--- config.mk ---
export PLATFORM = sky130hd
export DESIGN_NAME = irq_redirect_unit
export DESIGN_NICKNAME = d
export VERILOG_FILES = /design/src/rtl/irq_redir_pkg.sv /design/src/rtl/irq_redir_regs.sv /design/src/rtl/irq_redir_src.sv /design/src/rtl/irq_redir_arb.sv /design/src/rtl/irq_redirect_unit.sv
export SDC_FILE = /design/constraint.sdc
export NUM_CORES = 2
export LEC_CHECK = 0
export BUFFER_PORTS_ARGS = -buffer_cell sky130_fd_sc_hd__clkbuf_2
export CAP_MARGIN = 20
export CELL_PAD_IN_SITES_DETAIL_PLACEMENT = 1
export CELL_PAD_IN_SITES_GLOBAL_PLACEMENT = 1
export CORE_ASPECT_RATIO = 1.25
export CORE_UTILIZATION = 45
export DETAILED_ROUTE_END_ITERATION = 12
export PLACE_DENSITY_LB_ADDON = 0.15
export SETUP_SLACK_MARGIN = 0.05
export SLEW_MARGIN = 10
export SYNTH_ARGS = -nofsm -noshare
export SYNTH_HDL_FRONTEND = slang
export SYNTH_HIERARCHICAL = 1
export SYNTH_SLANG_ARGS = --single-unit
--- constraint.sdc ---
create_clock -name clk -period 8.65 [get_ports clk]
set_clock_uncertainty 0.05 [all_clocks]
set_input_delay 0.4325 -clock clk [delete_from_list [all_inputs] [get_ports clk]]
set_output_delay 0.4325 -clock clk [all_outputs]
set_load 0.03 [all_outputs]
--- src/rtl/irq_redir_pkg.sv ---
package irq_redir_pkg;

  localparam logic [7:0] OFF_INDEX  = 8'h00;
  localparam logic [7:0] OFF_WINDOW = 8'h10;

  localparam logic [7:0] SEL_ID   = 8'h00;
  localparam logic [7:0] SEL_VER  = 8'h01;
  localparam logic [7:0] SEL_TBL  = 8'h10;
  localparam logic [7:0] VER_CODE = 8'h11;

  localparam int LO_DSTAT = 12;
  localparam int LO_POL   = 13;
  localparam int LO_RPEND = 14;
  localparam int LO_TRIG  = 15;
  localparam int LO_MASK  = 16;

  typedef struct packed {
    logic       mask;
    logic       lvl;
    logic       act_low;
    logic       dst_logical;
    logic [2:0] dmode;
    logic [7:0] vec;
    logic [7:0] dest;
  } redir_cfg_t;

  function automatic redir_cfg_t cfg_reset();
    redir_cfg_t c;
    c      = '0;
    c.mask = 1'b1;
    return c;
  endfunction

endpackage

--- src/rtl/irq_redir_regs.sv ---
module irq_redir_regs
  import irq_redir_pkg::*;
#(
  parameter int NPIN = 24
) (
  input  logic                    clk,
  input  logic                    rst_n,
  input  logic [7:0]              acc_off,
  input  logic                    acc_we,
  input  logic [31:0]             acc_wdata,
  output logic [31:0]             acc_rdata,
  input  logic [NPIN-1:0]         rpend_i,
  input  logic [NPIN-1:0]         busy_i,
  output redir_cfg_t [NPIN-1:0]   cfg_o
);

  localparam int TBL_FIRST = int'(SEL_TBL);
  localparam int TBL_LAST  = TBL_FIRST + 2 * NPIN - 1;

  logic [7:0]            sel_q, sel_d;
  logic [3:0]            cid_q, cid_d;
  redir_cfg_t [NPIN-1:0] cfg_q, cfg_d;

  logic       sel_wr, win_wr, tbl_hit, cid_en, cfg_en, hi_half;
  logic [7:0] rel;
  logic [6:0] ent;
  logic       unused_wbits;

  assign sel_wr  = acc_we && (acc_off == OFF_INDEX);
  assign win_wr  = acc_we && (acc_off == OFF_WINDOW);
  assign tbl_hit = (int'(sel_q) >= TBL_FIRST) && (int'(sel_q) <= TBL_LAST);
  assign rel     = sel_q - SEL_TBL;
  assign ent     = rel[7:1];
  assign hi_half = rel[0];
  assign cid_en  = win_wr && (sel_q == SEL_ID);
  assign cfg_en  = win_wr && tbl_hit;
  assign unused_wbits = ^{acc_wdata[23:17], acc_wdata[LO_RPEND], acc_wdata[LO_DSTAT]};

  // next state
  always_comb begin
    sel_d = acc_wdata[7:0];
    cid_d = acc_wdata[27:24];
    for (int i = 0; i < NPIN; i++) begin
      cfg_d[i] = cfg_q[i];
      if (int'(ent) == i) begin
        if (hi_half) begin
          cfg_d[i].dest = acc_wdata[31:24];
        end else begin
          cfg_d[i].vec         = acc_wdata[7:0];
          cfg_d[i].dmode       = acc_wdata[10:8];
          cfg_d[i].dst_logical = acc_wdata[11];
          cfg_d[i].act_low     = acc_wdata[LO_POL];
          cfg_d[i].lvl         = acc_wdata[LO_TRIG];
          cfg_d[i].mask        = acc_wdata[LO_MASK];
        end
      end
    end
  end

  // registers
  always_ff @(posedge clk or negedge rst_n) begin
    if (!rst_n) begin
      sel_q <= '0;
      cid_q <= '0;
      for (int i = 0; i < NPIN; i++) cfg_q[i] <= cfg_reset();
    end else begin
      if (sel_wr) sel_q <= sel_d;
      if (cid_en) cid_q <= cid_d;
      if (cfg_en) cfg_q <= cfg_d;
    end
  end

  // read path
  always_comb begin
    acc_rdata = '0;
    if (acc_off == OFF_INDEX) begin
      acc_rdata[7:0] = sel_q;
    end else if (acc_off == OFF_WINDOW) begin
      if (sel_q == SEL_ID) begin
        acc_rdata[27:24] = cid_q;
      end else if (sel_q == SEL_VER) begin
        acc_rdata[23:16] = 8'(NPIN - 1);
        acc_rdata[7:0]   = VER_CODE;
      end else if (tbl_hit) begin
        for (int i = 0; i < NPIN; i++) begin
          if (int'(ent) == i) begin
            if (hi_half) begin
              acc_rdata[31:24] = cfg_q[i].dest;
            end else begin
              acc_rdata[7:0]      = cfg_q[i].vec;
              acc_rdata[10:8]     = cfg_q[i].dmode;
              acc_rdata[11]       = cfg_q[i].dst_logical;
              acc_rdata[LO_DSTAT] = busy_i[i];
              acc_rdata[LO_POL]   = cfg_q[i].act_low;
              acc_rdata[LO_RPEND] = rpend_i[i];
              acc_rdata[LO_TRIG]  = cfg_q[i].lvl;
              acc_rdata[LO_MASK]  = cfg_q[i].mask;
            end
          end
        end
      end
    end
  end

  assign cfg_o = cfg_q;

  assert_select_load_R1: assert property (@(posedge clk) disable iff (!rst_n)
    (acc_we && acc_off == OFF_INDEX) |=> (sel_q == $past(acc_wdata[7:0])));

endmodule

--- src/rtl/irq_redir_src.sv ---
module irq_redir_src
  import irq_redir_pkg::*;
(
  input  logic       clk,
  input  logic       rst_n,
  input  logic       pin_i,
  input  redir_cfg_t cfg_i,
  input  logic       grant_i,
  input  logic       accept_i,
  input  logic       eoi_valid_i,
  input  logic [7:0] eoi_vec_i,
  output logic       req_o,
  output logic       rpend_o
);

  logic pin_q, pin_p;
  logic pend_q, pend_d;
  logic rpend_q, rpend_d;
  logic act_now, act_old, rise, taken, eoi_hit;
  logic unused_cfg;

  assign act_now = pin_q ^ cfg_i.act_low;
  assign act_old = pin_p ^ cfg_i.act_low;
  assign rise    = act_now & ~act_old;
  assign taken   = grant_i & accept_i;
  assign eoi_hit = eoi_valid_i && (eoi_vec_i == cfg_i.vec);
  assign unused_cfg = ^{cfg_i.dest, cfg_i.dmode, cfg_i.dst_logical};

  // next state
  always_comb begin
    if (cfg_i.mask || cfg_i.lvl) pend_d = 1'b0;
    else if (rise)               pend_d = 1'b1;
    else if (taken)              pend_d = 1'b0;
    else                         pend_d = pend_q;

    if (!cfg_i.lvl)              rpend_d = 1'b0;
    else if (taken)              rpend_d = 1'b1;
    else if (eoi_hit)            rpend_d = 1'b0;
    else                         rpend_d = rpend_q;
  end

  // registers
  always_ff @(posedge clk or negedge rst_n) begin
    if (!rst_n) begin
      pin_q   <= 1'b0;
      pin_p   <= 1'b0;
      pend_q  <= 1'b0;
      rpend_q <= 1'b0;
    end else begin
      pin_q   <= pin_i;
      pin_p   <= pin_q;
      pend_q  <= pend_d;
      rpend_q <= rpend_d;
    end
  end

  assign req_o   = ~cfg_i.mask & (cfg_i.lvl ? (act_now & ~rpend_q) : pend_q);
  assign rpend_o = rpend_q;

  assert_edge_mode_no_rpend_R10: assert property (@(posedge clk) disable iff (!rst_n)
    !cfg_i.lvl |=> !rpend_q);

  assert_mask_drops_edge_R11: assert property (@(posedge clk) disable iff (!rst_n)
    cfg_i.mask |=> !pend_q);

  assert_level_accept_sets_R8: assert property (@(posedge clk) disable iff (!rst_n)
    (grant_i && accept_i && cfg_i.lvl) |=> rpend_q);

endmodule

--- src/rtl/irq_redir_arb.sv ---
module irq_redir_arb
  import irq_redir_pkg::*;
#(
  parameter int NPIN = 24
) (
  input  logic                  clk,
  input  logic                  rst_n,
  input  redir_cfg_t [NPIN-1:0] cfg_i,
  input  logic [NPIN-1:0]       req_i,
  input  logic                  msg_ready,
  output logic [NPIN-1:0]       grant_o,
  output logic                  accept_o,
  output logic                  msg_valid,
  output logic [7:0]            msg_vector,
  output logic [2:0]            msg_dmode,
  output logic                  msg_logical,
  output logic                  msg_level,
  output logic [7:0]            msg_dest
);

  logic [NPIN-1:0] mask_vec;
  logic            unused_pol;

  assign grant_o   = req_i & (~req_i + NPIN'(1));
  assign msg_valid = |req_i;
  assign accept_o  = msg_valid & msg_ready;

  always_comb begin
    msg_vector  = '0;
    msg_dmode   = '0;
    msg_logical = 1'b0;
    msg_level   = 1'b0;
    msg_dest    = '0;
    unused_pol  = 1'b0;
    for (int i = 0; i < NPIN; i++) begin
      mask_vec[i] = cfg_i[i].mask;
      unused_pol  = unused_pol ^ cfg_i[i].act_low;
      if (grant_o[i]) begin
        msg_vector  = msg_vector  | cfg_i[i].vec;
        msg_dmode   = msg_dmode   | cfg_i[i].dmode;
        msg_logical = msg_logical | cfg_i[i].dst_logical;
        msg_level   = msg_level   | cfg_i[i].lvl;
        msg_dest    = msg_dest    | cfg_i[i].dest;
      end
    end
  end

  assert_no_masked_grant_R11: assert property (@(posedge clk) disable iff (!rst_n)
    msg_valid |-> ((grant_o & mask_vec) == '0));

endmodule

--- src/rtl/irq_redirect_unit.sv ---
module irq_redirect_unit
  import irq_redir_pkg::*;
#(
  parameter int NPIN = 24
) (
  input  logic            clk,
  input  logic            rst_n,
  input  logic [7:0]      acc_off,
  input  logic            acc_we,
  input  logic [31:0]     acc_wdata,
  output logic [31:0]     acc_rdata,
  input  logic [NPIN-1:0] irq_pins,
  input  logic            eoi_valid,
  input  logic [7:0]      eoi_vector,
  output logic            msg_valid,
  input  logic            msg_ready,
  output logic [7:0]      msg_vector,
  output logic [2:0]      msg_dmode,
  output logic            msg_logical,
  output logic            msg_level,
  output logic [7:0]      msg_dest
);

  redir_cfg_t [NPIN-1:0] cfg;
  logic [NPIN-1:0]       req, rpend, grant;
  logic                  accept;

  irq_redir_regs #(.NPIN(NPIN)) u_regs (
    .clk       (clk),
    .rst_n     (rst_n),
    .acc_off   (acc_off),
    .acc_we    (acc_we),
    .acc_wdata (acc_wdata),
    .acc_rdata (acc_rdata),
    .rpend_i   (rpend),
    .busy_i    (req),
    .cfg_o     (cfg)
  );

  for (genvar g = 0; g < NPIN; g++) begin : g_src
    irq_redir_src u_src (
      .clk         (clk),
      .rst_n       (rst_n),
      .pin_i       (irq_pins[g]),
      .cfg_i       (cfg[g]),
      .grant_i     (grant[g]),
      .accept_i    (accept),
      .eoi_valid_i (eoi_valid),
      .eoi_vec_i   (eoi_vector),
      .req_o       (req[g]),
      .rpend_o     (rpend[g])
    );
  end

  irq_redir_arb #(.NPIN(NPIN)) u_arb (
    .clk         (clk),
    .rst_n       (rst_n),
    .cfg_i       (cfg),
    .req_i       (req),
    .msg_ready   (msg_ready),
    .grant_o     (grant),
    .accept_o    (accept),
    .msg_valid   (msg_valid),
    .msg_vector  (msg_vector),
    .msg_dmode   (msg_dmode),
    .msg_logical (msg_logical),
    .msg_level   (msg_level),
    .msg_dest    (msg_dest)
  );

endmodule

Word-level counts from Yosys, hierarchy flattened
Cells that the tools add are included.
Storage, ports and cells
  register bits: 660
  bits in latches: 0
  memory bits (writable): 0
  memory bits (read-only): 0
  bits of input ports: 77
  output and inout port bits: 54
  logic and storage cells: 1264
  memories: 0
Operators by class
  $add $sub $neg: 2
  multiply operators: 0
  div/mod/pow operators: 0
  magnitude comparators: 2
  equal/unequal tests: 73
  shifts and indexed selects: 0
  muxes and demuxes: 457
  bitwise gates (word level): 335
  reduce and logical (&&, ||, !) cells: 129
Operators by type and width (number)
  $mux 17: 79
  $mux 8: 131
  $or 8x8->8: 46
  $mux 1: 217
  $eq 8x8->1: 24
  $reduce_and 3->1: 48
  $and 1x1->1: 97
  $not 1->1: 73
  $mux 3: 24
  $ne 3x1->1 const B: 24
  $reduce_bool 3->1: 24
  $or 3x3->3: 23
  $eq 7x5->1 const B: 8
  $eq 7x6->1 const B: 8
  $xor 1x1->1: 48
  $or 1x1->1: 46
  $mux 32: 1
  $logic_and 1x1->1: 29
  $eq 7x4->1 const B: 4
  $add 24x1->24 const B: 1
  $and 24x24->24: 1
  $logic_or 1x1->1: 24
  $mux 24: 1
  $not 24->24: 1
  other kinds (12): 16

Depth between registers and ports, before layout
  word-level depth: 87
  gate-level depth with buffers: 15

Modules after synthesis
The synthesis kept the hierarchy.
By module, submodules not included
  irq_redir_regs: instances 1, cells each 2354, area an instance 27816.7 um2, seq. area each 14143.6 um2
  irq_redir_src: instances 24, cells each 27, area an instance 269.0 um2, seq. area each 100.1 um2
  irq_redir_arb: instances 1, cells each 615, area an instance 4011.3 um2, seq. area each 0.0 um2

Worst setup path after synthesis
Ideal clock, no wire load.
  path type: reg-to-output
  start point: register u_regs.sel_q[4]
  end point: output acc_rdata[16]
  data arrival time: 3.612 ns
  required time: 8.167 ns
  slack: 4.556 ns
  stages on the path, launching flop included: 14
  path buffers: 3
  cell sequence: dfrtp_1 -> clkbuf_1 -> inv_1 -> ha_1 -> buf_2 -> inv_1 -> or4_1 -> clkbuf_1 -> nor2_2 -> a22oi_1 -> nand3_1 -> a221oi_1 -> or3_1 -> a222oi_1
Between the ends
  cells in the longest elaborated chain, start to end: 84
  elaborated cells on any way between the ends: 112
  classes of those cells: 1 x add/sub; 2 x order compare; 24 x eq/ne; 82 x mux; 3 x reduce/logical
RTL lines
  start: declaration: RTL line irq_redir_regs.sv:20  | logic [7:0] sel_q, sel_d;
  start signal: assignment: RTL line irq_redir_regs.sv:67  | if (sel_wr) sel_q <= sel_d;
  $sub 8x5->8: RTL line irq_redir_regs.sv:32  | assign rel = sel_q - SEL_TBL;
  $logic_not 7->1: RTL line irq_redir_regs.sv:86  | if (int'(ent) == i) begin
  $mux 17: RTL line irq_redir_regs.sv:86
  $mux 17: RTL line irq_redir_regs.sv:87  | if (hi_half) begin
  $mux 17: RTL line irq_redir_regs.sv:86
  $mux 17: RTL line irq_redir_regs.sv:84  | end else if (tbl_hit) begin
  $mux 17: RTL line irq_redir_regs.sv:81  | end else if (sel_q == SEL_VER) begin
  $mux 17: RTL line irq_redir_regs.sv:79  | if (sel_q == SEL_ID) begin
  (+68 left out)
  $mux 17: RTL line irq_redir_regs.sv:86
  $mux 17: RTL line irq_redir_regs.sv:87
  $mux 17: RTL line irq_redir_regs.sv:86
  $mux 17: RTL line irq_redir_regs.sv:84
  $mux 1: RTL line irq_redir_regs.sv:81
  $mux 21 (*): RTL line irq_redir_regs.sv:79
  $mux 32 (*): RTL line irq_redir_regs.sv:78  | end else if (acc_off == OFF_WINDOW) begin
  $mux 24 (*): RTL line irq_redir_regs.sv:76  | if (acc_off == OFF_INDEX) begin
  end: declaration: RTL line irq_redirect_unit.sv:11  | output logic [31:0] acc_rdata,
Mark *: on every way between the ends. The rest lies on a longest branch, timed or not. The select of a mux whose other input is x is not followed.

Worst setup path in the final report
  start point: register u_regs.sel_q[5]
  end point: output acc_rdata[15]
Between the ends
  cells in the longest elaborated chain, start to end: 84
  elaborated cells on any way between the ends: 112
  classes of those cells: 1 x add/sub; 2 x order compare; 24 x eq/ne; 82 x mux; 3 x reduce/logical
RTL lines (RTL line)
  $sub 8x5->8: irq_redir_regs.sv:32
  $logic_not 7->1: irq_redir_regs.sv:86
  $mux 17: irq_redir_regs.sv:86
  $mux 17: irq_redir_regs.sv:87
  $mux 17: irq_redir_regs.sv:86
  $mux 17: irq_redir_regs.sv:84
  $mux 17: irq_redir_regs.sv:81
  $mux 17: irq_redir_regs.sv:79
  (+68 left out)
  $mux 17: irq_redir_regs.sv:86
  $mux 17: irq_redir_regs.sv:87
  $mux 17: irq_redir_regs.sv:86
  $mux 17: irq_redir_regs.sv:84
  $mux 8: irq_redir_regs.sv:81
  $mux 21 (*): irq_redir_regs.sv:79
  $mux 32 (*): irq_redir_regs.sv:78
  $mux 24 (*): irq_redir_regs.sv:76
Marks and branches as above.

==> flow_summary.yaml <==
run_status:
  status: "complete, no violations"
yosys:
  synthArstFlopShare_pct: 100
  synth_edf_count: 0
  synth_area_per_cell_um2: 10.6
  yosysSeqAreaShare_pct: 43.2
  ys_ff_latch: 660
  yosys_warnings: 6
  synth_cell_types: 89
  syn_area_um2: 38300
  syn_inst: 3617
  synth-main-ff-cell: "dfrtp_1"
worst_setup_path:
  critPathLaunchType: "flip-flop"
  crit_required_ns: 8.17
  path_max_fanout: 17
  end_kind: "output pin"
  critical_path_arrival_ns: 6.29
  critPathKind: "reg2out"
drt:
  num_vias: 35400
  antenna_left: 0
  avgRoutedWirePerCell_um: 41.2
  finalWirelength_um: 200000
  routed_via_density: 7.29
  first_pass_iters: 8
  drc: 0
  first_iter_violations: 4743
clocking:
  path_clk_slew_ns: 0.05
  cts_tree: "yes"
  cts_made_buffers: 76
  postCtsSetupRepairBufs: 0
  clkLatencyLatePin_ns: 0.66
  cts_buffer_depth: 3
  clkSinkCount: 660
  root_buffer: "clkbuf_16"
  h-tree-depth: 3
finish:
  area_growth_pct: 12.5
  drive_above_1_share_pct: 29.2
  finalNonFillerCells: 4861
  fin_nets: 3787
timing:
  rsz0062_at_grt: "no"
  worst_hold_slack_ns: 0.330
  fmax_mhz: 148
  setup_viol: 0
  slew_headroom_pct: 8.33
  worstMarginPinSlew_ns: 1.38
  final.period_utilization_pct: 78.3
  tns_ns: 0
  period_needed_ns: 6.77
  hold_viol: 0
  drv_slew: 0
power_and_ir_drop:
  peakVddDrop_uv: 163
  p_total_mw: 7.11
  power_leakage_nw: 19.2
  power.density_nw_per_um2: 165
global_routing:
  grt_max_degree: 173
  grt_pass1_vias: 36500
  grt_pass1_wl_um: 280000
  antenna_found_initial: 9
  grt_usage_pct: 45.9
  grt_overflow: 0
floorplanning:
  die_height_um: 328
  num_rows: 119
  dieArea_um2: 86300
  fp.dieW_um: 263
  core_um2: 84300
  initial_core_util_pct: 45.4
  num_io_pins: 131
placed_design:
  gp_congestion: 1.02
  dp_hpwl_um: 143000
  portBuffers: 117
  dp.cells: 4687
flow_run:
  cap_viol_max_count: 0
min_path:
  hp-class: "in2async"
cells by family after synthesis:
group	Yosys count	share of synthesized area, %
and+or+nand+nor	900	12.8
DFF	660	43.2
adders and majority gates	3	0.0981
muxes	606	17.8
other	1	0.00980
xor gates and xnor gates	217	4.96
buffers and inverters	284	3.23
AOI/OAI and AO/OA	946	17.8
area by class of cell:
cell class                 instances  area, µm²
fill                            9040      41200
multi-input combinational       2676      20700
sequential                       660      16600
clock buffer                     113       2210
timing repair buffer             247       1720
tap                             1089       1360
clock inverter                    26        388
inverter                          46        173
antenna                            4       10.0
cells in the mapped netlist (8+ instances only):
cell         n  area share (%)
clkbuf_1   149             1.5
dfrtp_1    636              42
a21bo_2     24            0.63
a211oi_1    54             1.1
a221o_1     10            0.26
or3_1        8            0.13
buf_4       15            0.29
o22ai_1     66             1.1
mux2_1      11            0.32
nand4_1     38            0.62
a222oi_1    30            0.78
nand2b_1    14            0.23
o21ai_1      8            0.10
nor4_1      15            0.25
a22o_1      27            0.62
inv_1       44            0.43
nor3_2      12            0.31
nor2_2      22            0.36
nor2b_1     62             1.0
buf_2       62            0.81
xnor2_1     24            0.55
nand3_1     52            0.68
a22oi_1    139             2.7
o21ai_0    170             2.2
mux2_2     569              17
o211ai_1    13            0.25
a221oi_1    71             1.6
dfstp_2     24             1.6
a32oi_1     17            0.39
mux2i_1     23            0.60
o2bb2ai_1   11            0.25
nor2_1     189             1.9
o221a_2     13            0.38
xor2_1     193             4.4
o221ai_1    58             1.3
nand3b_1    32            0.63
a21oi_1     97             1.3
a31oi_1     66             1.1
nor3_1      73            0.95
nand2_1    245             2.4
or4_1        9            0.18
and3_1      38            0.62
a211o_1      8            0.18
nor4_2      27            0.88
layer usage:
metal | GRT usage [%] | wire length, µm | vias to the layer above
met5 | 0 | 80 | -
met4 | 35.5 | 18200 | 10
met3 | 10.3 | 18900 | 719
met2 | 69.9 | 87700 | 2287
met1 | 56.8 | 75300 | 18500
li1 | - | - | 13900
path summary, 6_finish.rpt:
| kind | slack (ns) | to | from | cells after the start |
|---|---|---|---|---|
| max in group asynchronous | 6.04 | g_src[20].u_src/pend_q | rst_n | 4 |
| worst min register to register | 0.39 | g_src[1].u_src/pin_p | g_src[1].u_src/pin_q | 0 |
| worst max-delay path | 1.88 | acc_rdata[15] | u_regs/sel_q[5] | 11 |
| min in group clk | 0.38 | g_src[11].u_src/pin_q | irq_pins[11] | 2 |
| worst min-delay path | 0.33 | u_regs/cfg_o[204] | rst_n | 2 |
| worst max register to register | 3.23 | u_regs/cfg_o[21] | u_regs/sel_q[2] | 8 |
power breakdown:
part	internal, mW	total [mW]	switching, mW
clock network	2.05	3.47	1.42
logic	0.110	0.517	0.408
registers	3.11	3.13	0.0225
cell usage in the layout (no fill, tap or decap), drive strengths merged, types with 25 or more instances in the layout:
cell         Yosys  layout
dfrtp          636     636
mux2           580     580
nand2          252     252
clkbuf         149     231
nor2           214     214
xor2           193     193
o21ai          178     178
a22oi          139     139
buf             89     104
a21oi           98      98
nor3            91      91
a221oi          71      71
a31oi           66      66
o22ai           66      66
nor2b           62      62
o221ai          58      58
a211oi          54      54
nand3           54      54
inv             45      50
nor4            48      48
nand4           39      39
and3            38      38
nand3b          32      32
a222oi          30      30
a22o            27      27
dlygate4sd3      0      25
worst max-delay path, stage by stage (launching register included):
cell      delay [ns]
dfrtp_1         0.45
inv_1           0.11
ha_1            0.76
inv_1           0.59
nor3_4          0.74
nand2_1         0.57
o21ai_1         0.29
nor3_1          0.07
a221oi_1        0.91
o21ai_0         0.58
a21o_1          0.34
clkbuf_2        0.19
through the flow:
stage	worst slack (ns)	area, µm²	utilization (%)
floorplan	4.56	38300	-
global placement	2.93	40100	47.6
detailed placement	2.92	40100	47.6
CTS	2.21	43000	51.0
global route	1.91	43100	51.1
finish	1.88	43100	51.1
registers in the layout, indices dropped and copies added (netlist names):
name	count
g_src.u_src/rpend_o	24
u_regs/cid_q	4
g_src.u_src/pin_p	24
g_src.u_src/pend_q	24
u_regs/sel_q	8
g_src.u_src/pin_q	24
u_regs/cfg_o	552
timing repair:
item,4_1_cts,5_1_grt
resized for setup,0,0
hold buffers,25,0
endpoints found under the hold margin,97,0
Note: power is estimated with default switching activity, not from simulation.
